[src/rtl/ext_sram_seq_pkg.sv]
package ext_sram_seq_pkg;

    localparam int SETUP_CODE_W = 6;
    localparam int PULSE_CODE_W = 7;
    localparam int CYCLE_CODE_W = 9;
    localparam int CNT_W        = 10;
    localparam int NUM_SETS     = 2;
    localparam int SET_READ     = 0;
    localparam int SET_WRITE    = 1;

    typedef struct packed {
        logic [SETUP_CODE_W-1:0] setup;
        logic [PULSE_CODE_W-1:0] pulse;
        logic [CYCLE_CODE_W-1:0] cycle;
    } timing_code_t;

    typedef struct packed {
        logic [CNT_W-1:0] setup;
        logic [CNT_W-1:0] pulse;
        logic [CNT_W-1:0] cycle;
    } timing_cnt_t;

    typedef enum logic [1:0] {
        ST_IDLE   = 2'd0,
        ST_GAP    = 2'd1,
        ST_ACCESS = 2'd2
    } seq_state_e;

    function automatic logic [CNT_W-1:0] expand_setup(input logic [SETUP_CODE_W-1:0] c);
        logic [CNT_W-1:0] r;
        r = CNT_W'(c[4:0]);
        if (c[5]) r = r + CNT_W'(128);
        return r;
    endfunction

    function automatic logic [CNT_W-1:0] expand_pulse(input logic [PULSE_CODE_W-1:0] c);
        logic [CNT_W-1:0] r;
        r = CNT_W'(c[5:0]);
        if (c[6]) r = r + CNT_W'(256);
        return r;
    endfunction

    function automatic logic [CNT_W-1:0] expand_cycle(input logic [CYCLE_CODE_W-1:0] c);
        logic [CNT_W-1:0] r;
        r = CNT_W'(c[6:0]) + {c[8:7], 8'd0};
        return r;
    endfunction

endpackage

[src/rtl/ext_sram_cfg_store.sv]
module ext_sram_cfg_store
    import ext_sram_seq_pkg::*;
(
    input  logic                    clk,
    input  logic                    rst,
    input  logic                    load,
    input  logic                    for_write,
    input  logic [SETUP_CODE_W-1:0] setup_code,
    input  logic [PULSE_CODE_W-1:0] pulse_code,
    input  logic [CYCLE_CODE_W-1:0] cycle_code,
    output timing_code_t            codes [NUM_SETS]
);

    timing_code_t incoming;

    always_comb begin
        incoming.setup = setup_code;
        incoming.pulse = pulse_code;
        incoming.cycle = cycle_code;
    end

    for (genvar s = 0; s < NUM_SETS; s++) begin : g_set
        localparam logic SEL = (s == SET_WRITE);
        timing_code_t held;
        always_ff @(posedge clk) begin
            if (rst) begin
                held <= '0;
            end else if (load && (for_write == SEL)) begin
                held <= incoming;
            end
        end
        assign codes[s] = held;
    end

endmodule

[src/rtl/ext_sram_timing_decode.sv]
module ext_sram_timing_decode
    import ext_sram_seq_pkg::*;
(
    input  timing_code_t codes [NUM_SETS],
    input  logic         use_write,
    output timing_cnt_t  counts
);

    timing_cnt_t expanded [NUM_SETS];

    for (genvar s = 0; s < NUM_SETS; s++) begin : g_exp
        always_comb begin
            expanded[s].setup = expand_setup(codes[s].setup);
            expanded[s].pulse = expand_pulse(codes[s].pulse);
            expanded[s].cycle = expand_cycle(codes[s].cycle);
        end
    end

    always_comb begin
        counts = use_write ? expanded[SET_WRITE] : expanded[SET_READ];
    end

endmodule

[src/rtl/ext_sram_seq_engine.sv]
module ext_sram_seq_engine
    import ext_sram_seq_pkg::*;
#(
    parameter int NUM_CS = 4,
    parameter int ADDR_W = 24,
    parameter int BE_W   = 4,
    localparam int CS_W  = (NUM_CS > 1) ? $clog2(NUM_CS) : 1
) (
    input  logic              clk,
    input  logic              rst,
    input  logic              req_valid,
    input  logic [CS_W-1:0]   req_cs,
    input  logic              req_write,
    input  logic [ADDR_W-1:0] req_addr,
    input  logic [BE_W-1:0]   req_be,
    input  timing_cnt_t       sel_cnt,
    output logic              ready,
    output logic              last,
    output seq_state_e        state,
    output logic [CNT_W-1:0]  cnt,
    output timing_cnt_t       act_cnt,
    output logic [CS_W-1:0]   cur_cs,
    output logic              cur_write,
    output logic [ADDR_W-1:0] cur_addr,
    output logic [BE_W-1:0]   cur_be
);

    logic            have_prev;
    logic            accept;
    logic            need_gap;
    logic [CNT_W:0]  cnt_inc;

    always_comb begin
        cnt_inc  = {1'b0, cnt} + 1'b1;
        last     = (state == ST_ACCESS) && (cnt_inc >= {1'b0, act_cnt.cycle});
        ready    = (state == ST_IDLE) || last;
        accept   = req_valid && ready;
        need_gap = have_prev && (req_cs != cur_cs);
    end

    always_ff @(posedge clk) begin
        if (rst) begin
            state     <= ST_IDLE;
            cnt       <= '0;
            act_cnt   <= '0;
            have_prev <= 1'b0;
            cur_cs    <= '0;
            cur_write <= 1'b0;
            cur_addr  <= '0;
            cur_be    <= '0;
        end else if (accept) begin
            state     <= need_gap ? ST_GAP : ST_ACCESS;
            cnt       <= '0;
            act_cnt   <= sel_cnt;
            have_prev <= 1'b1;
            cur_cs    <= req_cs;
            cur_write <= req_write;
            cur_addr  <= req_addr;
            cur_be    <= req_be;
        end else begin
            unique case (state)
                ST_GAP: begin
                    state <= ST_ACCESS;
                    cnt   <= '0;
                end
                ST_ACCESS: begin
                    if (last) begin
                        state <= ST_IDLE;
                        cnt   <= '0;
                    end else begin
                        cnt <= cnt_inc[CNT_W-1:0];
                    end
                end
                default: begin
                    state <= ST_IDLE;
                end
            endcase
        end
    end

endmodule

[src/rtl/ext_sram_pin_drive.sv]
module ext_sram_pin_drive
    import ext_sram_seq_pkg::*;
#(
    parameter int NUM_CS = 4,
    parameter int ADDR_W = 24,
    parameter int BE_W   = 4,
    localparam int CS_W  = (NUM_CS > 1) ? $clog2(NUM_CS) : 1
) (
    input  seq_state_e        state,
    input  logic [CNT_W-1:0]  cnt,
    input  timing_cnt_t       act_cnt,
    input  logic [CS_W-1:0]   cur_cs,
    input  logic              cur_write,
    input  logic [ADDR_W-1:0] cur_addr,
    input  logic [BE_W-1:0]   cur_be,
    output logic [ADDR_W-1:0] mem_addr,
    output logic [NUM_CS-1:0] mem_cs_n,
    output logic              mem_rd_n,
    output logic              mem_we_n,
    output logic [BE_W-1:0]   mem_be_n
);

    logic           in_access;
    logic           strobe;
    logic [CNT_W:0] strobe_end;

    always_comb begin
        in_access  = (state == ST_ACCESS);
        strobe_end = {1'b0, act_cnt.setup} + {1'b0, act_cnt.pulse};
        strobe     = in_access && (cnt >= act_cnt.setup) && ({1'b0, cnt} < strobe_end);
        mem_rd_n   = !(strobe && !cur_write);
        mem_we_n   = !(strobe && cur_write);
        mem_be_n   = in_access ? ~cur_be : '1;
        mem_addr   = cur_addr;
    end

    for (genvar i = 0; i < NUM_CS; i++) begin : g_cs
        assign mem_cs_n[i] = !(in_access && (cur_cs == CS_W'(i)));
    end

endmodule

[src/rtl/ext_sram_cycle_seq.sv]
module ext_sram_cycle_seq
    import ext_sram_seq_pkg::*;
#(
    parameter int NUM_CS = 4,
    parameter int ADDR_W = 24,
    parameter int BE_W   = 4,
    localparam int CS_W  = (NUM_CS > 1) ? $clog2(NUM_CS) : 1
) (
    input  logic              clk,
    input  logic              rst,
    input  logic              cfg_load,
    input  logic              cfg_for_write,
    input  logic [5:0]        cfg_setup_code,
    input  logic [6:0]        cfg_pulse_code,
    input  logic [8:0]        cfg_cycle_code,
    input  logic              req_valid,
    output logic              req_ready,
    input  logic [CS_W-1:0]   req_cs,
    input  logic              req_write,
    input  logic [ADDR_W-1:0] req_addr,
    input  logic [BE_W-1:0]   req_be,
    output logic [ADDR_W-1:0] mem_addr,
    output logic [NUM_CS-1:0] mem_cs_n,
    output logic              mem_rd_n,
    output logic              mem_we_n,
    output logic [BE_W-1:0]   mem_be_n,
    output logic              acc_done
);

    timing_code_t      codes [NUM_SETS];
    timing_cnt_t       sel_cnt;
    timing_cnt_t       act_cnt;
    seq_state_e        state;
    logic [CNT_W-1:0]  cnt;
    logic [CS_W-1:0]   cur_cs;
    logic              cur_write;
    logic [ADDR_W-1:0] cur_addr;
    logic [BE_W-1:0]   cur_be;

    ext_sram_cfg_store u_cfg (
        .clk        (clk),
        .rst        (rst),
        .load       (cfg_load),
        .for_write  (cfg_for_write),
        .setup_code (cfg_setup_code),
        .pulse_code (cfg_pulse_code),
        .cycle_code (cfg_cycle_code),
        .codes      (codes)
    );

    ext_sram_timing_decode u_dec (
        .codes     (codes),
        .use_write (req_write),
        .counts    (sel_cnt)
    );

    ext_sram_seq_engine #(
        .NUM_CS (NUM_CS),
        .ADDR_W (ADDR_W),
        .BE_W   (BE_W)
    ) u_eng (
        .clk       (clk),
        .rst       (rst),
        .req_valid (req_valid),
        .req_cs    (req_cs),
        .req_write (req_write),
        .req_addr  (req_addr),
        .req_be    (req_be),
        .sel_cnt   (sel_cnt),
        .ready     (req_ready),
        .last      (acc_done),
        .state     (state),
        .cnt       (cnt),
        .act_cnt   (act_cnt),
        .cur_cs    (cur_cs),
        .cur_write (cur_write),
        .cur_addr  (cur_addr),
        .cur_be    (cur_be)
    );

    ext_sram_pin_drive #(
        .NUM_CS (NUM_CS),
        .ADDR_W (ADDR_W),
        .BE_W   (BE_W)
    ) u_pins (
        .state     (state),
        .cnt       (cnt),
        .act_cnt   (act_cnt),
        .cur_cs    (cur_cs),
        .cur_write (cur_write),
        .cur_addr  (cur_addr),
        .cur_be    (cur_be),
        .mem_addr  (mem_addr),
        .mem_cs_n  (mem_cs_n),
        .mem_rd_n  (mem_rd_n),
        .mem_we_n  (mem_we_n),
        .mem_be_n  (mem_be_n)
    );

endmodule

[config.mk]
export PLATFORM = sky130hd
export DESIGN_NAME = ext_sram_cycle_seq
export DESIGN_NICKNAME = d
export VERILOG_FILES = /design/src/rtl/ext_sram_seq_pkg.sv /design/src/rtl/ext_sram_cfg_store.sv /design/src/rtl/ext_sram_timing_decode.sv /design/src/rtl/ext_sram_seq_engine.sv /design/src/rtl/ext_sram_pin_drive.sv /design/src/rtl/ext_sram_cycle_seq.sv
export SDC_FILE = /design/constraint.sdc
export NUM_CORES = 1
export LEC_CHECK = 0
export BUFFER_PORTS_ARGS = -buffer_cell sky130_fd_sc_hd__clkbuf_2
export CORE_MARGIN = 8
export CORE_UTILIZATION = 56
export DETAILED_ROUTE_END_ITERATION = 7
export PLACE_DENSITY = 0.8
export SLEW_MARGIN = 5
export SYNTH_ARGS = -nofsm -noshare
export SYNTH_HDL_FRONTEND = slang
export SYNTH_SLANG_ARGS = --single-unit
[constraint.sdc]
create_clock -name clk -period 3.8 [get_ports clk]
set_clock_uncertainty 0.05 [all_clocks]
set_input_delay 0.57 -clock clk [delete_from_list [all_inputs] [get_ports clk]]
set_output_delay 0.57 -clock clk [all_outputs]
set_load 0.01 [all_outputs]
==> results by group, run 1 <==
Floorplan
  • Core footprint: 9680 um2
  • Number of cell rows: 36
  • Initial Util: a little under three fifths
  • IO Pins: 94
  • Die area: 13,300 um2
  • Die H: ~120 um
  • Die width: approximately 120 um

CTS
  • Clock buffer depth: 2
  • TritonCTS clock tree: done
  • Root Driver: clkbuf_8
  • Setup Buffers After CTS: 0
  • Skew-Pair Late Insertion Delay: 0.37 ns
  • CTS Buf Count: 9
  • CTS HTree Levels: 3
  • Sink Count: 110
  • Post-CTS Hold Fix Bufs: 0
  • Clock-pin slew on the worst setup and hold paths: 0.11 ns

STA
  • Final number of hold-violating endpoints: 0
  • Max Clk Rate: 270 MHz
  • Crit path time final: 3.70 ns
  • Fin Hold WS: between 0.3 and 0.4 ns
  • Final WS setup: 0.0981 ns
  • Final period util: a little over nine tenths
  • Unrepaired setup endpoints after global routing: true
  • Max-slew headroom: 37.2%
  • Worst Max-Slew Pin Slew: 0.943 ns
  • Final setup violation count: 0
  • Final Max Tran Viols: 0

Yosys
  • Synthesized area: between 5000 and 6000 um2
  • Syn Nets: between 700 and 800
  • Post-synth EDFFs: 0
  • Async SR Flop Fraction: 0%
  • Top FF cell, synth: dfxtp_1
  • Count of state elements after synthesis: between 100 and 150
  • Top-area cell type share of the netlist area: 39.8%
  • Ys Warns: 0
  • Area leader, netlist: dfxtp_1
  • Syn Area/Cell: approximately 8.5 um2
  • Cells after Synth: 648
  • Top cells by area, synth: dfxtp_1, a21oi_1, ha_1
  • Netlist cell types: 57
  • Sequential share of the synthesized area: between 30% and 40%

Power
  • Leak: 2.54 nW
  • Power per Cell Area: 414 nW/um2
  • Worst VDD drop: around 0.22 mV

Min path
  • Worst hold stages: 3
  • Hold wc startpoint: cfg_setup_code[2]
  • Min-Delay Path Class: in -> reg

Place
  • Final RePlAce weighted congestion: 0.850
  • Dpl cell area: between 5000 and 6000 um2
  • Port buffer count: just over 90
  • DP HPWL: ~9.5 mm
  • DP Worst Slack: 0.218 ns

Global route
  • First-pass GRT wire length: around 23 mm
  • Initial antenna violation count: 0
  • GRT Overall Usage: between 20% and 30%
  • Total gr overflow: 0
  • Largest net degree at the start of global routing: 72
  • Number of global-route vias before repair: about 5,000

Layout
  • Share of cells above drive strength 1: about 21%
  • Area grow syn2layout: 12.8%
  • Most frequent cells in the layout: dfxtp_1, nand2_1, clkbuf_2
  • Filler cells: around 840
  • Most common cell after layout, fill and taps aside: dfxtp_1
  • Diodes inserted: 0
  • Final instance area: ~6200 um2
  • Layout net count: about 800

Setup path
  • Slowest cell delay on critical path: ~0.35 ns
  • Crit-path slowest cell: dfxtp_2
  • Worst-path maximum fanout: 3
  • Startpoint types: flip-flop
  • Worst Setup SP: u_eng.act_cnt[11]
  • Worst R2R Start: u_eng.cnt[0]
  • Reg2Reg Depth: 11
  • Req. time, crit path: ~3.2 ns
  • Crit path kind: reg -> out
  • Critical-path cell list: ha_1, a21o_1, a21oi_2, o21bai_1, a21oi_1, xor2_1, ha_1, a21o_1, a21oi_1, nor2b_1, o21ai_1, nor4bb_4, nand4b_1, clkbuf_2
  • Critical path arrival: between 3 and 4 ns
  • Worst Setup End Kind: primary output

Drt
  • Post-route DRC: 0
  • Via count: 4,915
  • WL per Instance: between 15 and 20 um
  • Drt initial violations: between 200 and 250
  • Final wirelength: 13.9 mm
  • Vias/cell: 5.78
  • Final ANT Viol Nets: 0
  • Pre-antenna DRT Iters: 5

Flow run
  • Max Cap Viol: 0

Outcome
  • Outcome: completed
through the flow:
stage,utilization [%],setup TNS [ns],std cells,power [mW]
after floorplan,-,0,648,1.71
final,64.5,0,851,2.59
after global routing,64.5,-0.183,851,2.72
after detailed placement,61.9,0,835,1.87
after global placement,61.9,0,835,1.84
after CTS,64.1,0,851,2.60
layer usage:
layer,vias up,wire [um],track usage (%)
met5,-,0,0
met4,0,251,7.53
met3,25,840,5.21
met2,118,6810,36.2
met1,2359,5950,25.0
li1,2413,-,-
layout make-up:
type | instances | area, um2 | area share, %
inverter | 20 | 75.1 | 1.20
sequential | 110 | 2210 | 35.3
clock inverter | 6 | 77.6 | 1.24
tap | 133 | 166 | 2.66
timing repair buffer | 104 | 551 | 8.81
multi-input combinational | 468 | 3050 | 48.7
clock buffer | 10 | 128 | 2.04
repair_timing:
item                       4_1_cts  5_1_grt
setup endpoints to repair        2       27
resized for setup                4        8
pin swaps                        0        3
cells by family (layout without fill, tap and decap cells):
group / Yosys count / in the layout / share of synthesized area (%)
AND/OR/NAND/NOR: 221 / 221 / 19.4
AO/OA/AOI/OAI: 178 / 178 / 20.6
flip-flops: 110 / 110 / 39.8
buffers and inverters: 70 / 140 / 6.10
adder cells (fa/ha/maj): 32 / 32 / 7.36
multiplexers: 22 / 22 / 3.98
XOR/XNOR: 15 / 15 / 2.71
path summary, 6_finish.rpt:
check / to / slack (ns)
min: u_cfg.codes[40] / 0.37
min reg2reg: u_cfg.codes[23] / 0.41
max reg2reg: u_eng.act_cnt[10] / 0.48
max: mem_rd_n / 0.1
state kept, by name, indices dropped and copies added, names as in the netlist:
signal           count
u_eng.cur_addr      24
u_eng.cur_be         4
u_eng.act_cnt       22
u_cfg.codes         44
u_eng.cur_cs         2
u_eng.cur_write      1
u_eng.have_prev      1
u_eng.cnt           10
u_eng.state          2
power breakdown:
group          internal (mW)  total [mW]  switching [mW]
combinational          0.222       0.567           0.344
clock                  0.318       0.730           0.412
sequential              1.24        1.29          0.0518
Yosys cell counts, drive strengths merged (5+ instances only):
cell    instances
a21oi          92
buf            22
a211oi         22
nand2b         12
nor2b           6
mux2i          22
ha             31
xnor2           7
nor3           23
nand4          14
nand3          39
inv            20
nor2            5
o21ai          37
clkbuf         28
nand2         100
a21o            9
xor2            8
dfxtp         110
critical path: cells and delay by family (launching register included):
family	cells	cell delay, ns
DFF	1	0.35
AOI/OAI and AO/OA	7	1.00
and+or+nand+nor	3	0.49
adders and majority gates	2	0.56
xor gates and xnor gates	1	0.16
buffers and inverters	1	0.15
(Power assumes the default switching activity.)
==> run 2, diff against run 1 <==
- CELL_PAD_IN_SITES_DETAIL_PLACEMENT: not set -> 0
- CELL_PAD_IN_SITES_GLOBAL_PLACEMENT: not set -> 2
- CORE_UTILIZATION: 56 -> 34
- PLACE_DENSITY: 0.8 -> not set
- PLACE_DENSITY_LB_ADDON: not set -> 0.1
==> run 2 against run 1 <==
Net effect:
- first-iteration DRC count increased by 8.8%
- via count shrank 3.3%
- non-clock buffer count grew 4
- clock power is 20% higher
- critical endpoint unchanged
- power increased by 6.4%
- setup slack better by 0.11 ns
- cell area is 3.3% higher
- worst hold slack gained 0.031 ns
- global-route usage shrank 6.0 points
- register-to-register slack gained 0.10 ns
- largest cell class unchanged
==> results by group, run 2 (synthesis results as in run 1) <==
Outcome
  • Outcome: completed (unchanged)

Setup path
  • Reg2Reg Depth: 11 (unchanged)
  • Worst R2R Start: u_eng.cnt[4] (was u_eng.cnt[0])
  • Reg2reg setup slack: 0.58 ns (was 0.48 ns)
  • Startpoint types: flip-flop (unchanged)
  • Worst-path maximum fanout: 3 (unchanged)
  • Worst Setup End Kind: primary output (unchanged)
  • Req. time, crit path: 3.18 ns (about the same)
  • Crit path kind: reg -> out (unchanged)
  • Critical path arrival: 2.97 ns (was 3.08 ns)
  • Reg2reg end: u_eng.cur_cs[1] (was u_eng.act_cnt[10])

STA
  • Crit path time final: 3.59 ns (was 3.70 ns)
  • Max Clk Rate: 278 MHz (was 270 MHz)
  • Final setup violation count: 0 (unchanged)
  • Final WS setup: 0.207 ns (was 0.0981 ns)
  • Final Max Tran Viols: 0 (unchanged)
  • Setup TNS: 0 ns (unchanged)
  • Final number of hold-violating endpoints: 0 (unchanged)
  • Worst Max-Slew Pin Slew: 0.990 ns (was 0.943 ns)
  • Final period util: 94.5% (was 97.4%)
  • Max-slew headroom: 34.0% (was 37.2%)

Drt
  • Post-route DRC: 0 (unchanged)
  • Final ANT Viol Nets: 0 (unchanged)
  • Pre-antenna DRT Iters: 4 (was 5)
  • Final wirelength: 15.6 mm (was 13.9 mm)
  • WL per Instance: 16.6 um (was 16.3 um)
  • Via count: 4,753 (was 4,915)
  • Drt initial violations: 248 (was 228)
  • Vias/cell: 5.07 (was 5.78)

Place
  • DP Worst Slack: 0.300 ns (was 0.218 ns)
  • Post-placement cell count: 921 (was 835)
  • Dpl cell area: 6130 um2 (was 5990 um2)
  • Port buffer count: 93 (unchanged)
  • DP HPWL: 10.8 mm (was 9.51 mm)
  • Final RePlAce weighted congestion: 0.725 (was 0.850)

Global route
  • GRT Overall Usage: 15.1% (was 21.1%)
  • Initial antenna violation count: 0 (unchanged)
  • Total gr overflow: 0 (unchanged)
  • Number of global-route vias before repair: 4,599 (was 4,986)
  • Largest net degree at the start of global routing: 69 (was 72)
  • First-pass GRT wire length: 24.3 mm (was 23.0 mm)

Power
  • Pwr Total: 2.75 mW (was 2.59 mW)
  • Leak: 2.58 nW (was 2.54 nW)
  • Worst VDD drop: 0.242 mV (was 0.223 mV)
  • Power per Cell Area: 426 nW/um2 (was 414 nW/um2)

Min path
  • Worst hold stages: 3 (unchanged)
  • Min-Delay Path Class: in -> reg (unchanged)
  • Hold EP: u_cfg.codes[5] (was u_cfg.codes[40])
  • Hold wc startpoint: cfg_cycle_code[5] (was cfg_setup_code[2])

Layout
  • Layout net count: 807 (was 803)
  • Share of cells above drive strength 1: 22.2% (was 21.4%)
  • Max reg flops: 44 (unchanged)
  • Diodes inserted: 0 (unchanged)
  • Most frequent cells in the layout: dfxtp_1, nand2_1, clkbuf_2 (unchanged)
  • Final cell count without fillers: 937 (was 851)
  • Final instance area: 6450 um2 (was 6250 um2)
  • Filler cells: 1,662 (was 836)
  • Most common cell after layout, fill and taps aside: dfxtp_1 (unchanged)
  • Area grow syn2layout: 16.5% (was 12.8%)

Floorplan
  • Die width: 144 um (was 115 um)
  • IO Pins: 94 (unchanged)
  • Number of cell rows: 46 (was 36)
  • Core footprint: 15,900 um2 (was 9680 um2)
  • Initial Util: 34.9% (was 57.2%)
  • Die area: 20,600 um2 (was 13,300 um2)
  • Die H: 144 um (was 115 um)

CTS
  • Post-CTS Hold Fix Bufs: 0 (unchanged)
  • Sink Count: 110 (unchanged)
  • CTS HTree Levels: 3 (unchanged)
  • Root Driver: clkbuf_16 (was clkbuf_8)
  • CTS Buf Count: 9 (unchanged)
  • Skew-Pair Late Insertion Delay: 0.35 ns (was 0.37 ns)
  • Clock-pin slew on the worst setup and hold paths: 0.08 ns (was 0.11 ns)
  • TritonCTS clock tree: done (unchanged)
  • Clock buffer depth: 2 (unchanged)

Flow run
  • Max Cap Viol: 0 (unchanged)
run 2: cell types whose count changed in the layout (fill, tap and decap cells not counted), moves of 2 or more:
cell,previous run,this run
clkbuf_8,9,0
clkbuf_16,0,9
a21oi_2,1,3
buf_4,12,16
a21oi_1,90,88
inv_8,2,0
run 2: critical path, stage by stage (launching register included):
cell and delay (ns):
dfxtp_2 0.34, ha_1 0.29, a21o_1 0.17, a21oi_2 0.15
o21bai_1 0.10, a21oi_2 0.15, xor2_1 0.17, ha_1 0.26
a21o_1 0.20, a21oi_2 0.12, nor2b_1 0.05, o21ai_1 0.12
nor4bb_4 0.23, nand4b_1 0.12, clkbuf_2 0.14
run 2: worst max-delay path by stage:
stage	start	to	depth (start not counted)
finish	u_eng.act_cnt[11]	mem_rd_n	14
global route	u_eng.act_cnt[11]	mem_rd_n	14
CTS	u_eng.act_cnt[21]	mem_rd_n	14
detailed placement	u_eng.act_cnt[21]	mem_rd_n	14
global placement	u_eng.act_cnt[21]	mem_we_n	14
floorplan	u_eng.act_cnt[21]	mem_rd_n	13
run 2: area by class of cell:
cell class / instances / area (um2) / share of cell area [%]
Clock inverter: 4 / 32.5 / 0.504
Multi-Input combinational cell: 468 / 3060 / 47.4
Timing Repair Buffer: 108 / 581 / 9.00
Sequential cell: 110 / 2210 / 34.2
Clock buffer: 11 / 233 / 3.61
Inverter: 20 / 75.1 / 1.16
Tap cell: 216 / 270 / 4.19
run 2: repair_timing:
item                       in CTS  in global routing
setup endpoints to repair       2                  4
pin swaps                       0                  4
setup buffers                   0                  1
resized for setup               2                 12
run 2: layer usage:
metal | track usage, % | vias to the layer above | part of all wire [%]
met4 | 3.87 | 0 | 0.94
met5 | 0 | - | 0
met2 | 24.6 | 78 | 47
met3 | 4.45 | 12 | 5.0
met1 | 19.0 | 2249 | 47
li1 | - | 2414 | -
run 2: where the power goes:
group	switching (mW)	leakage, nW	total, mW	internal (mW)
logic	0.354	1.55	0.585	0.232
registers	0.0516	0.903	1.29	1.24
clock network	0.431	0.122	0.877	0.446
total	0.836	2.58	2.75	1.91
run 2: metrics by stage:
step / hold slack, ns / utilization, %
2_1_floorplan: 0.386 / -
3_3_place_gp: 0.391 / 38.6
3_5_place_dp: 0.396 / 38.6
4_1_cts: 0.384 / 40.3
5_1_grt: 0.387 / 40.6
6_report: 0.398 / 40.6
